<file path="src/rtl/qarb_pkg.sv">
`timescale 1ns/1ps
package qarb_pkg;
   localparam int unsigned NCLI   = 2;
   localparam int unsigned CLI_TX = 0;
   localparam int unsigned CLI_RX = 1;

   typedef enum logic [1:0] {
      OWN_IDLE = 2'd0,
      OWN_TX   = 2'd1,
      OWN_RX   = 2'd2
   } own_e;
endpackage

</file>
<file path="src/rtl/qarb_client.sv">
`timescale 1ns/1ps
// Per-client qualification: whether the current grant may be kept.
module qarb_client (
   input  logic req,
   input  logic done,
   input  logic gnt,
   output logic hold
);
   // A grant survives only while the client still asks and has not finished.
   assign hold = gnt & req & ~done;
endmodule

</file>
<file path="src/rtl/qarb_quantum.sv">
`timescale 1ns/1ps
// Slice counter: loaded with the new owner's quantum, counts down while held.
module qarb_quantum #(
   parameter int unsigned TX_QUANTUM = 16,
   parameter int unsigned RX_QUANTUM = 24,
   parameter int unsigned CNT_W      = 5
) (
   input  logic clk,
   input  logic rst,
   input  logic load,
   input  logic load_rx,
   input  logic dec,
   input  logic clear,
   output logic q_last
);
   localparam int unsigned QMAX = (TX_QUANTUM > RX_QUANTUM) ? TX_QUANTUM : RX_QUANTUM;
   localparam logic [CNT_W-1:0] TXV = CNT_W'(TX_QUANTUM);
   localparam logic [CNT_W-1:0] RXV = CNT_W'(RX_QUANTUM);

   logic [CNT_W-1:0] cnt_q;
   logic [CNT_W-1:0] load_val;

   generate
      if (TX_QUANTUM == RX_QUANTUM) begin : g_same_q
         assign load_val = TXV;
         logic unused_sel;
         assign unused_sel = load_rx;
      end else begin : g_split_q
         assign load_val = load_rx ? RXV : TXV;
      end
   endgenerate

   always_ff @(posedge clk) begin
      if (rst)        cnt_q <= '0;
      else if (load)  cnt_q <= load_val;
      else if (dec)   cnt_q <= cnt_q - 1'b1;
      else if (clear) cnt_q <= '0;
   end

   assign q_last = (cnt_q == CNT_W'(1));

   // the slice never exceeds the largest quantum
   a_r5_cnt_bound: assert property (@(posedge clk) disable iff (rst)
      cnt_q <= CNT_W'(QMAX));
   // a decrement is never asked of an empty counter
   a_r5_no_underflow: assert property (@(posedge clk) disable iff (rst)
      dec |-> (cnt_q != '0));
endmodule

</file>
<file path="src/rtl/qarb_decide.sv">
`timescale 1ns/1ps
// Next-owner decision for the two-client time-sliced policy.
module qarb_decide
   import qarb_pkg::*;
(
   input  own_e            cur,
   input  logic [NCLI-1:0] req,
   input  logic [NCLI-1:0] hold,
   input  logic            tie_rx,
   input  logic            q_last,
   output own_e            nxt,
   output logic            load,
   output logic            load_rx,
   output logic            dec
);
   always_comb begin
      nxt     = cur;
      load    = 1'b0;
      load_rx = 1'b0;
      dec     = 1'b0;
      unique case (cur)
         OWN_IDLE: begin
            if (req[CLI_TX] && req[CLI_RX]) begin
               nxt     = tie_rx ? OWN_RX : OWN_TX;
               load    = 1'b1;
               load_rx = tie_rx;
            end else if (req[CLI_RX]) begin
               nxt     = OWN_RX;
               load    = 1'b1;
               load_rx = 1'b1;
            end else if (req[CLI_TX]) begin
               nxt  = OWN_TX;
               load = 1'b1;
            end
         end
         OWN_TX: begin
            if (!hold[CLI_TX])   nxt = OWN_IDLE;
            else if (q_last) begin
               if (req[CLI_RX])  nxt = OWN_IDLE;
               else              load = 1'b1;
            end else             dec = 1'b1;
         end
         OWN_RX: begin
            if (!hold[CLI_RX])   nxt = OWN_IDLE;
            else if (q_last) begin
               if (req[CLI_TX])  nxt = OWN_IDLE;
               else begin
                  load    = 1'b1;
                  load_rx = 1'b1;
               end
            end else             dec = 1'b1;
         end
         default: nxt = OWN_IDLE;
      endcase
   end
endmodule

</file>
<file path="src/rtl/qarb_bus_arbiter.sv">
`timescale 1ns/1ps
// Two-client preemptive time-sliced bus arbiter (top).
module qarb_bus_arbiter
   import qarb_pkg::*;
#(
   parameter int unsigned TX_QUANTUM = 16,
   parameter int unsigned RX_QUANTUM = 24
) (
   input  logic clk,
   input  logic rst,
   input  logic req_tx,
   input  logic done_tx,
   output logic gnt_tx,
   input  logic req_rx,
   input  logic done_rx,
   output logic gnt_rx
);
   localparam int unsigned QMAX  = (TX_QUANTUM > RX_QUANTUM) ? TX_QUANTUM : RX_QUANTUM;
   localparam int unsigned CNT_W = $clog2(QMAX + 1);

   initial begin : p_param_chk
      assert (TX_QUANTUM >= 1) else $error("TX_QUANTUM must be at least 1");
      assert (RX_QUANTUM >= 1) else $error("RX_QUANTUM must be at least 1");
   end

   own_e            own_q, own_d;
   logic            tie_rx_q;
   logic [NCLI-1:0] req_v, done_v, gnt_v, hold_v;
   logic            load, load_rx, dec, q_last;

   assign req_v[CLI_TX]  = req_tx;
   assign req_v[CLI_RX]  = req_rx;
   assign done_v[CLI_TX] = done_tx;
   assign done_v[CLI_RX] = done_rx;
   assign gnt_v[CLI_TX]  = (own_q == OWN_TX);
   assign gnt_v[CLI_RX]  = (own_q == OWN_RX);

   generate
      for (genvar c = 0; c < NCLI; c++) begin : g_cli
         qarb_client u_cli (
            .req  (req_v[c]),
            .done (done_v[c]),
            .gnt  (gnt_v[c]),
            .hold (hold_v[c])
         );
      end
   endgenerate

   qarb_decide u_decide (
      .cur     (own_q),
      .req     (req_v),
      .hold    (hold_v),
      .tie_rx  (tie_rx_q),
      .q_last  (q_last),
      .nxt     (own_d),
      .load    (load),
      .load_rx (load_rx),
      .dec     (dec)
   );

   qarb_quantum #(
      .TX_QUANTUM (TX_QUANTUM),
      .RX_QUANTUM (RX_QUANTUM),
      .CNT_W      (CNT_W)
   ) u_quantum (
      .clk     (clk),
      .rst     (rst),
      .load    (load),
      .load_rx (load_rx),
      .dec     (dec),
      .clear   (own_d == OWN_IDLE),
      .q_last  (q_last)
   );

   always_ff @(posedge clk) begin
      if (rst) begin
         own_q    <= OWN_IDLE;
         tie_rx_q <= 1'b1;
      end else begin
         own_q <= own_d;
         if (own_q == OWN_IDLE && load) tie_rx_q <= ~load_rx;
      end
   end

   assign gnt_tx = gnt_v[CLI_TX];
   assign gnt_rx = gnt_v[CLI_RX];

   // never two owners
   a_r1_onehot: assert property (@(posedge clk) disable iff (rst)
      $onehot0({gnt_tx, gnt_rx}));
   // no request, no grant
   a_r1_no_req_tx: assert property (@(posedge clk) disable iff (rst)
      (!gnt_tx && !req_tx) |=> !gnt_tx);
   a_r1_no_req_rx: assert property (@(posedge clk) disable iff (rst)
      (!gnt_rx && !req_rx) |=> !gnt_rx);
   // lone requester on idle bus
   a_r2_lone_tx: assert property (@(posedge clk) disable iff (rst)
      (!gnt_tx && !gnt_rx && req_tx && !req_rx) |=> gnt_tx);
   a_r2_lone_rx: assert property (@(posedge clk) disable iff (rst)
      (!gnt_tx && !gnt_rx && req_rx && !req_tx) |=> gnt_rx);
   // expiry with a waiting rival preempts the owner
   a_r5_preempt_tx: assert property (@(posedge clk) disable iff (rst)
      (gnt_tx && q_last && req_rx) |=> !gnt_tx);
   a_r5_preempt_rx: assert property (@(posedge clk) disable iff (rst)
      (gnt_rx && q_last && req_tx) |=> !gnt_rx);
   // nobody waiting, owner keeps the bus
   a_r6_keep_tx: assert property (@(posedge clk) disable iff (rst)
      (gnt_tx && req_tx && !done_tx && !req_rx) |=> gnt_tx);
   a_r6_keep_rx: assert property (@(posedge clk) disable iff (rst)
      (gnt_rx && req_rx && !done_rx && !req_tx) |=> gnt_rx);
   // early finish
   a_r7_done_tx: assert property (@(posedge clk) disable iff (rst)
      (gnt_tx && done_tx) |=> !gnt_tx);
   a_r7_done_rx: assert property (@(posedge clk) disable iff (rst)
      (gnt_rx && done_rx) |=> !gnt_rx);
   // withdrawn request releases
   a_r8_drop_tx: assert property (@(posedge clk) disable iff (rst)
      (gnt_tx && !req_tx) |=> !gnt_tx);
   a_r8_drop_rx: assert property (@(posedge clk) disable iff (rst)
      (gnt_rx && !req_rx) |=> !gnt_rx);
   // idle cycle on every hand-over
   a_r9_gap_tx: assert property (@(posedge clk) disable iff (rst)
      gnt_tx |=> !gnt_rx);
   a_r9_gap_rx: assert property (@(posedge clk) disable iff (rst)
      gnt_rx |=> !gnt_tx);
endmodule

</file>
<file path="config.mk">
export PLATFORM = sky130hd
export DESIGN_NAME = qarb_bus_arbiter
export DESIGN_NICKNAME = d
export VERILOG_FILES = /design/src/rtl/qarb_pkg.sv /design/src/rtl/qarb_client.sv /design/src/rtl/qarb_quantum.sv /design/src/rtl/qarb_decide.sv /design/src/rtl/qarb_bus_arbiter.sv
export SDC_FILE = /design/constraint.sdc
export NUM_CORES = 1
export LEC_CHECK = 0
export CAP_MARGIN = 20
export CORE_MARGIN = 3
export CORE_UTILIZATION = 35
export DETAILED_ROUTE_END_ITERATION = 16
export HOLD_SLACK_MARGIN = 0.03
export PLACE_DENSITY = 0.53
export SLEW_MARGIN = 20
export SYNTH_ARGS = -nofsm -noshare
export SYNTH_HDL_FRONTEND = slang
export SYNTH_SLANG_ARGS = --single-unit
</file>
<file path="constraint.sdc">
create_clock -name clk -period 4.1 [get_ports clk]
set_input_delay 0.615 -clock clk [delete_from_list [all_inputs] [get_ports clk]]
set_output_delay 0.615 -clock clk [all_outputs]
set_load 0.01 [all_outputs]
</file>
Yosys cells after proc, flatten, opt, wreduce, memory -nomap -nowiden --
Index checks and enable logic that the tools add are counted.
Storage, ports and cells: memories 0, flip-flop bits (word level) 8, bits in read-only memories 0, word-level logic and storage cells 51, latch bits 0, RAM bits 0
Cells by class: add/subtract/negate cells 1, muxes and demuxes 32, equal/unequal tests 3, bitwise gates (word level) 7, reductions and logical operators 5, $mul 0, magnitude comparators 0, shift-type cells 0, divide/modulo/power cells 0
Operators by type and width (count):
- $mux W2 | 10
- $mux W5 | 3
- $mux W1 | 14
- $pmux W2 S3 | 1
- $eq A5 B1 Y1 const B | 1
- $sub A5 B1 Y5 const B | 1
- $and A1 B1 Y1 | 4
- $logic_not A2 Y1 | 2
- $mux W4 | 1
- $pmux W1 S2 | 2
- $not A1 Y1 | 3
- $pmux W1 S3 | 1
- $reduce_bool A3 Y1 | 1
- $eq A2 B1 Y1 const B | 1
- $eq A2 B2 Y1 const B | 1
- $logic_and A1 B1 Y1 | 2

Depth between registers and ports, before layout --
word-level depth 9, gate-level depth with buffers 7

Cells and area by module --
A second synthesis with hierarchy kept.
Second synthesis, totals: cells, all modules 74, area, all modules 628.1 um^2
Modules (own cells, without submodules):
- qarb_quantum | instances 1, cells each 34, area each 301.5 um^2, seq. area each 100.1 um^2
- qarb_decide | instances 1, cells each 26, area each 185.2 um^2, seq. area each 0.0 um^2
- qarb_bus_arbiter | instances 1, cells each 12, area each 123.9 um^2, seq. area each 60.1 um^2
- qarb_client | instances 2, cells each 1, area each 8.8 um^2, seq. area each 0.0 um^2

Worst setup path before layout --
Ideal clock, no wire load.
path type reg-to-reg, start point reg own_q[0], end point reg u_quantum.cnt_q[0], cell stages (with the launch flop) 8, setup time 0.114 ns, data arrival time 1.632 ns, path slack 2.354 ns, cells stage by stage dfxtp_1 > inv_1 > ha_1 > and3b_1 > a31oi_1 > o21ai_0 > o2111a_1 > a21o_1
Between the ends: cells in the longest elaborated chain, start to end 7, elaborated cells on any way between the ends 27, those cells by class 2 x eq/ne; 18 x mux; 4 x bitwise; 3 x reduce/logical
Ends and longest elaborated chain:
- start, declared | line qarb_bus_arbiter.sv:26 | own_e own_q, own_d;
- start signal, assigned | line qarb_bus_arbiter.sv:80 | own_q <= own_d;
- $eq A2 B2 Y1 * | line qarb_bus_arbiter.sv:36 | assign gnt_v[CLI_RX] = (own_q == OWN_RX);
- named net gnt_rx | line qarb_bus_arbiter.sv:16 | output logic gnt_rx
- $and A1 B1 Y1 (2 in a row) | line qarb_client.sv:10 | assign hold = gnt & req & ~done;
- $mux W2 or $mux W1 (tied branches) | line qarb_decide.sv:44 | if (!hold[CLI_RX]) nxt = OWN_IDLE;
- $pmux W2 S3 or $pmux W1 S2 (tied branches) | line qarb_decide.sv:21 | unique case (cur)
- $logic_not A2 Y1 or $mux W5 (tied branches) | line qarb_bus_arbiter.sv:71, qarb_quantum.sv:36
- $reduce_bool A3 Y1 (no line) or $mux W5 (tied branches)
- end signal, assigned | line qarb_quantum.sv:35 | else if (load) cnt_q <= load_val;
- end signal, assigned | line qarb_quantum.sv:36 | else if (dec) cnt_q <= cnt_q - 1'b1;
- end, declared | line qarb_quantum.sv:20 | logic [CNT_W-1:0] cnt_q;
The timed path passes the listed nets; every way through them passes the cells marked *. A chain may end at the register's enable or synchronous reset.

Worst setup path after layout --
start point in req_rx, end point reg u_quantum.cnt_q[4]
Between the ends: cells in the longest elaborated chain, start to end 6, elaborated cells on any way between the ends 23, those cells by class 18 x mux; 2 x bitwise; 3 x reduce/logical
Ends and longest elaborated chain:
- start, declared | line qarb_bus_arbiter.sv:14 | input logic req_rx,
- $and A1 B1 Y1 or $mux W2 (tied branches) | line qarb_client.sv:10, qarb_decide.sv:39
- $and A1 B1 Y1 or $mux W2 (tied branches) | line qarb_client.sv:10, qarb_decide.sv:38
- $mux W2 (tied with other cells) | line qarb_decide.sv:44
- $pmux W2 S3 or $pmux W1 S2 (tied branches) | line qarb_decide.sv:21
- $logic_not A2 Y1 or $mux W5 (tied branches) | line qarb_bus_arbiter.sv:71, qarb_quantum.sv:36
- $reduce_bool A3 Y1 (no line) or $mux W5 (tied branches)
Parallel ways exist; a longest one is shown, timed or not.

==> key figures <==
Outcome
  – Outcome: complete, no violations

Floorplanning
  – Initial Util: roughly 39%
  – Die height: 48.41 um
  – Io pins: 8
  – Overall die area: 2343 um^2
  – Number of placement rows: 14
  – Die X: 48.41 um
  – Floorplan core area: roughly 1600 um^2

Cells and area
  – Area overhead of the layout relative to synthesis: 18.89%
  – Total area of multi-input combinational cells: 446.7 um^2
  – Fill cell instance count of the final layout: 156
  – Area of all placed cells without fillers: 748.2 um^2
  – Most frequent standard cell in the layout excluding fill and tap cells: sky130_fd_sc_hd__nor2_1
  – FF/Latch Area: 160.2 um^2
  – Top library cells by usage in the layout, fill and taps aside: sky130_fd_sc_hd__nor2_1 (9), sky130_fd_sc_hd__dfxtp_1 (8), sky130_fd_sc_hd__clkdlybuf4s50_1 (7)
  – Fraction of layout cells with a size suffix above 1: 10.59%
  – Final core occ: approximately 47%
  – Diode count: 0
  – Nets: 99

Synthesis
  – Async set or reset register ratio after synthesis: 0%
  – Count of flip-flops with a built-in enable after synthesis: 0
  – Synthesis Warnings: 0
  – Cell area after synthesis: 629.4 um^2
  – Post-Syn Instances: 76
  – Avg Inst Size Synth: about 8.3 um^2
  – Area fraction of the dominant cell type after synthesis: 25.45%
  – Part of the Yosys area used for sequential elements: 25.45%
  – Flip-flop cell with the highest count after synthesis: sky130_fd_sc_hd__dfxtp_1
  – Synthesized flop and latch total: 8
  – Net count after synthesis: 88
  – Largest cells by area after synthesis: sky130_fd_sc_hd__dfxtp_1 (25%), sky130_fd_sc_hd__ha_1 (12%), sky130_fd_sc_hd__and4bb_2 (6.0%)
  – Cell taking the most area after synthesis: sky130_fd_sc_hd__dfxtp_1
  – Number of different library cells in the post-synthesis netlist: 31

Global routing
  – GR Util met2: 15.83%
  – Number of global-route vias before repair: 532
  – Highest-utilization routing layer at the global route stage: met1
  – Met3 Usage GRT: 3.374%
  – Maximum number of pins on one net before global-route repair: 10
  – GRT met1 Usage: 20.15%
  – First-pass GRT wire length: 2401 um
  – Number of antenna violations at the first check in global routing: 0
  – Overflow left after global routing: 0
  – GRT Util Overall: 12.68%

Timing
  – Actual transition at the worst max-transition pin: around 0.45 ns
  – Accumulated negative setup slack: 0 ns
  – Final hold violation count: 0
  – RSZ-0062 raised after global routing: false
  – Number of setup violations in the final report: 0
  – Max Transition Viols Final: 0
  – Fmax: 446.9 MHz
  – Final critical-path required period: around 2.2 ns
  – Period utilisation layout: 54.58%
  – Clk_skew: 0.005435 ns
  – Max transition margin: just under 70%

Clock tree
  – H-tree level count: 1
  – Clock Latency Late Sink: 0.26 ns
  – Clk sinks: 8
  – TritonCTS clock tree: built
  – Maximum clock path buffer count: 2
  – CTS hold repair buffers: 0
  – Inserted Clock Buffers: 3
  – Clock root buffer master: sky130_fd_sc_hd__clkbuf_4
  – Clock slew seen by the registers of the worst setup and hold paths: 0.06 ns
  – Post-cts repair resize count: 0
  – Number of setup buffers added after CTS: 0

Route
  – Vias per std cell: 5.321
  – DR DRC count: 0
  – Routed wire per std cell: 12.46 um
  – Residual antenna-violating net count after detailed routing: 0
  – Drt first pass iters: 5
  – WL final: about 1400 um
  – DRC violation total after the first TritonRoute iteration: 11
  – Via count: 580

Setup path
  – CP max-delay cell: sky130_fd_sc_hd__clkdlybuf4s50_1
  – Critical path data required time: 4.27 ns
  – CP Data Arrival Time: 2.41 ns
  – CP startpoint kind: input pin
  – Crit-path max cell delay: 0.63 ns
  – Cell breakdown of the critical path: clkdlybuf4s50_1 -> and3b_1 -> a31oi_1 -> o21ai_0 -> o2111ai_1 -> a311oi_1
  – Critical path endpoint category: register
  – Start-to-end type of the worst setup path: in2reg
  – Maximum fanout count along the critical path: 9

Hold path
  – Worst hold-check path type: reg2reg

Job
  – Number of violations of the max-capacitance limit: 0

Placement
  – Placed Area: 725.7 um^2
  – Final HPWL from detailed placement: 1012 um
  – Buffers on Ports: 7
  – Final estimated routing congestion in global placement: a little over 0.8

Pwr
  – Power per Cell Area: a little under 300 nW/um^2
  – P_leak: between 0.3 and 0.4 nW
  – VDD IR-drop max: ~0.16 mV
[critical path: cells and delay by family]
family / cells / cell delay [ns]
AOI/OAI and AO/OA: 4 / 0.90
buffers and inverters: 1 / 0.63
and+or+nand+nor: 1 / 0.26
[through the flow]
| stage | power (mW) | hold WS [ns] | setup WS [ns] | cells |
|---|---|---|---|---|
| floorplan | 0.1389 | 0.4504 | 2.354 | 76 |
| global placement | 0.1613 | 0.4670 | 1.575 | 106 |
| detailed placement | 0.1603 | 0.4723 | 1.638 | 106 |
| CTS | 0.2238 | 0.4856 | 1.880 | 109 |
| global route | 0.2379 | 0.4953 | 1.685 | 109 |
| finish | 0.2216 | 0.4838 | 1.862 | 109 |
[report_power, final]
group | total (mW) | switching, mW | internal [mW]
Clock | 0.0621 | 0.0285 | 0.0336
Combinational | 0.0665 | 0.0356 | 0.0309
Sequential | 0.0930 | 0.00851 | 0.0845
Total | 0.222 | 0.0726 | 0.149
[registers in the layout, summed over array words and instances, names as in the netlist]
register,count
own_q,2
u_quantum.cnt_q,5
tie_rx_q,1
[path summary, 6_finish.rpt]
kind,cells after the start,from,slack (ns),endpoint
max reg2reg,7,own_q[0]$_SDFF_PP0_,2.16,u_quantum.cnt_q[2]$_SDFFE_PP0P_
min reg2reg,1,u_quantum.cnt_q[1]$_SDFFE_PP0P_,0.48,u_quantum.cnt_q[1]$_SDFFE_PP0P_
min,1,u_quantum.cnt_q[1]$_SDFFE_PP0P_,0.48,u_quantum.cnt_q[1]$_SDFFE_PP0P_
max,6,req_rx,1.86,u_quantum.cnt_q[4]$_SDFFE_PP0P_
[layer usage]
metal	vias to the layer above	part of all wire, %
met5	-	0
met4	0	0.74
met3	2	4.2
met2	9	37
met1	262	58
li1	307	-
[area by class of cell]
cell class                      count  share of cell area [%]
Clock buffer                        3                   3.010
Inverter                            5                   2.508
Multi-Input combinational cell     62                   59.70
Sequential cell                     8                   21.40
Tap cell                           24                   4.013
Timing Repair Buffer                7                   9.365
[synth_stat cells, drive strengths merged, types with 2 or more instances]
cell,n
a21oi,2
nand2,6
and4bb,3
a22oi,3
a21o,3
nor3,5
nor2,9
nor4,2
o21ai,6
dfxtp,8
nand2b,2
inv,5
ha,6
[cells by family (layout without fill, tap and decap cells)]
kind of cell    count (synthesis)  after routing  share of synthesized area (%)
mux                             1              1                          1.591
simple gates                   33             33                          31.61
compound gates                 21             21                          24.45
xor+xnor                        1              1                          1.392
buf+inv                         6             15                          3.578
flops                           8              8                          25.45
fa+ha+maj                       6              6                          11.93
No activity file was read; power rests on OpenSTA's default activity.
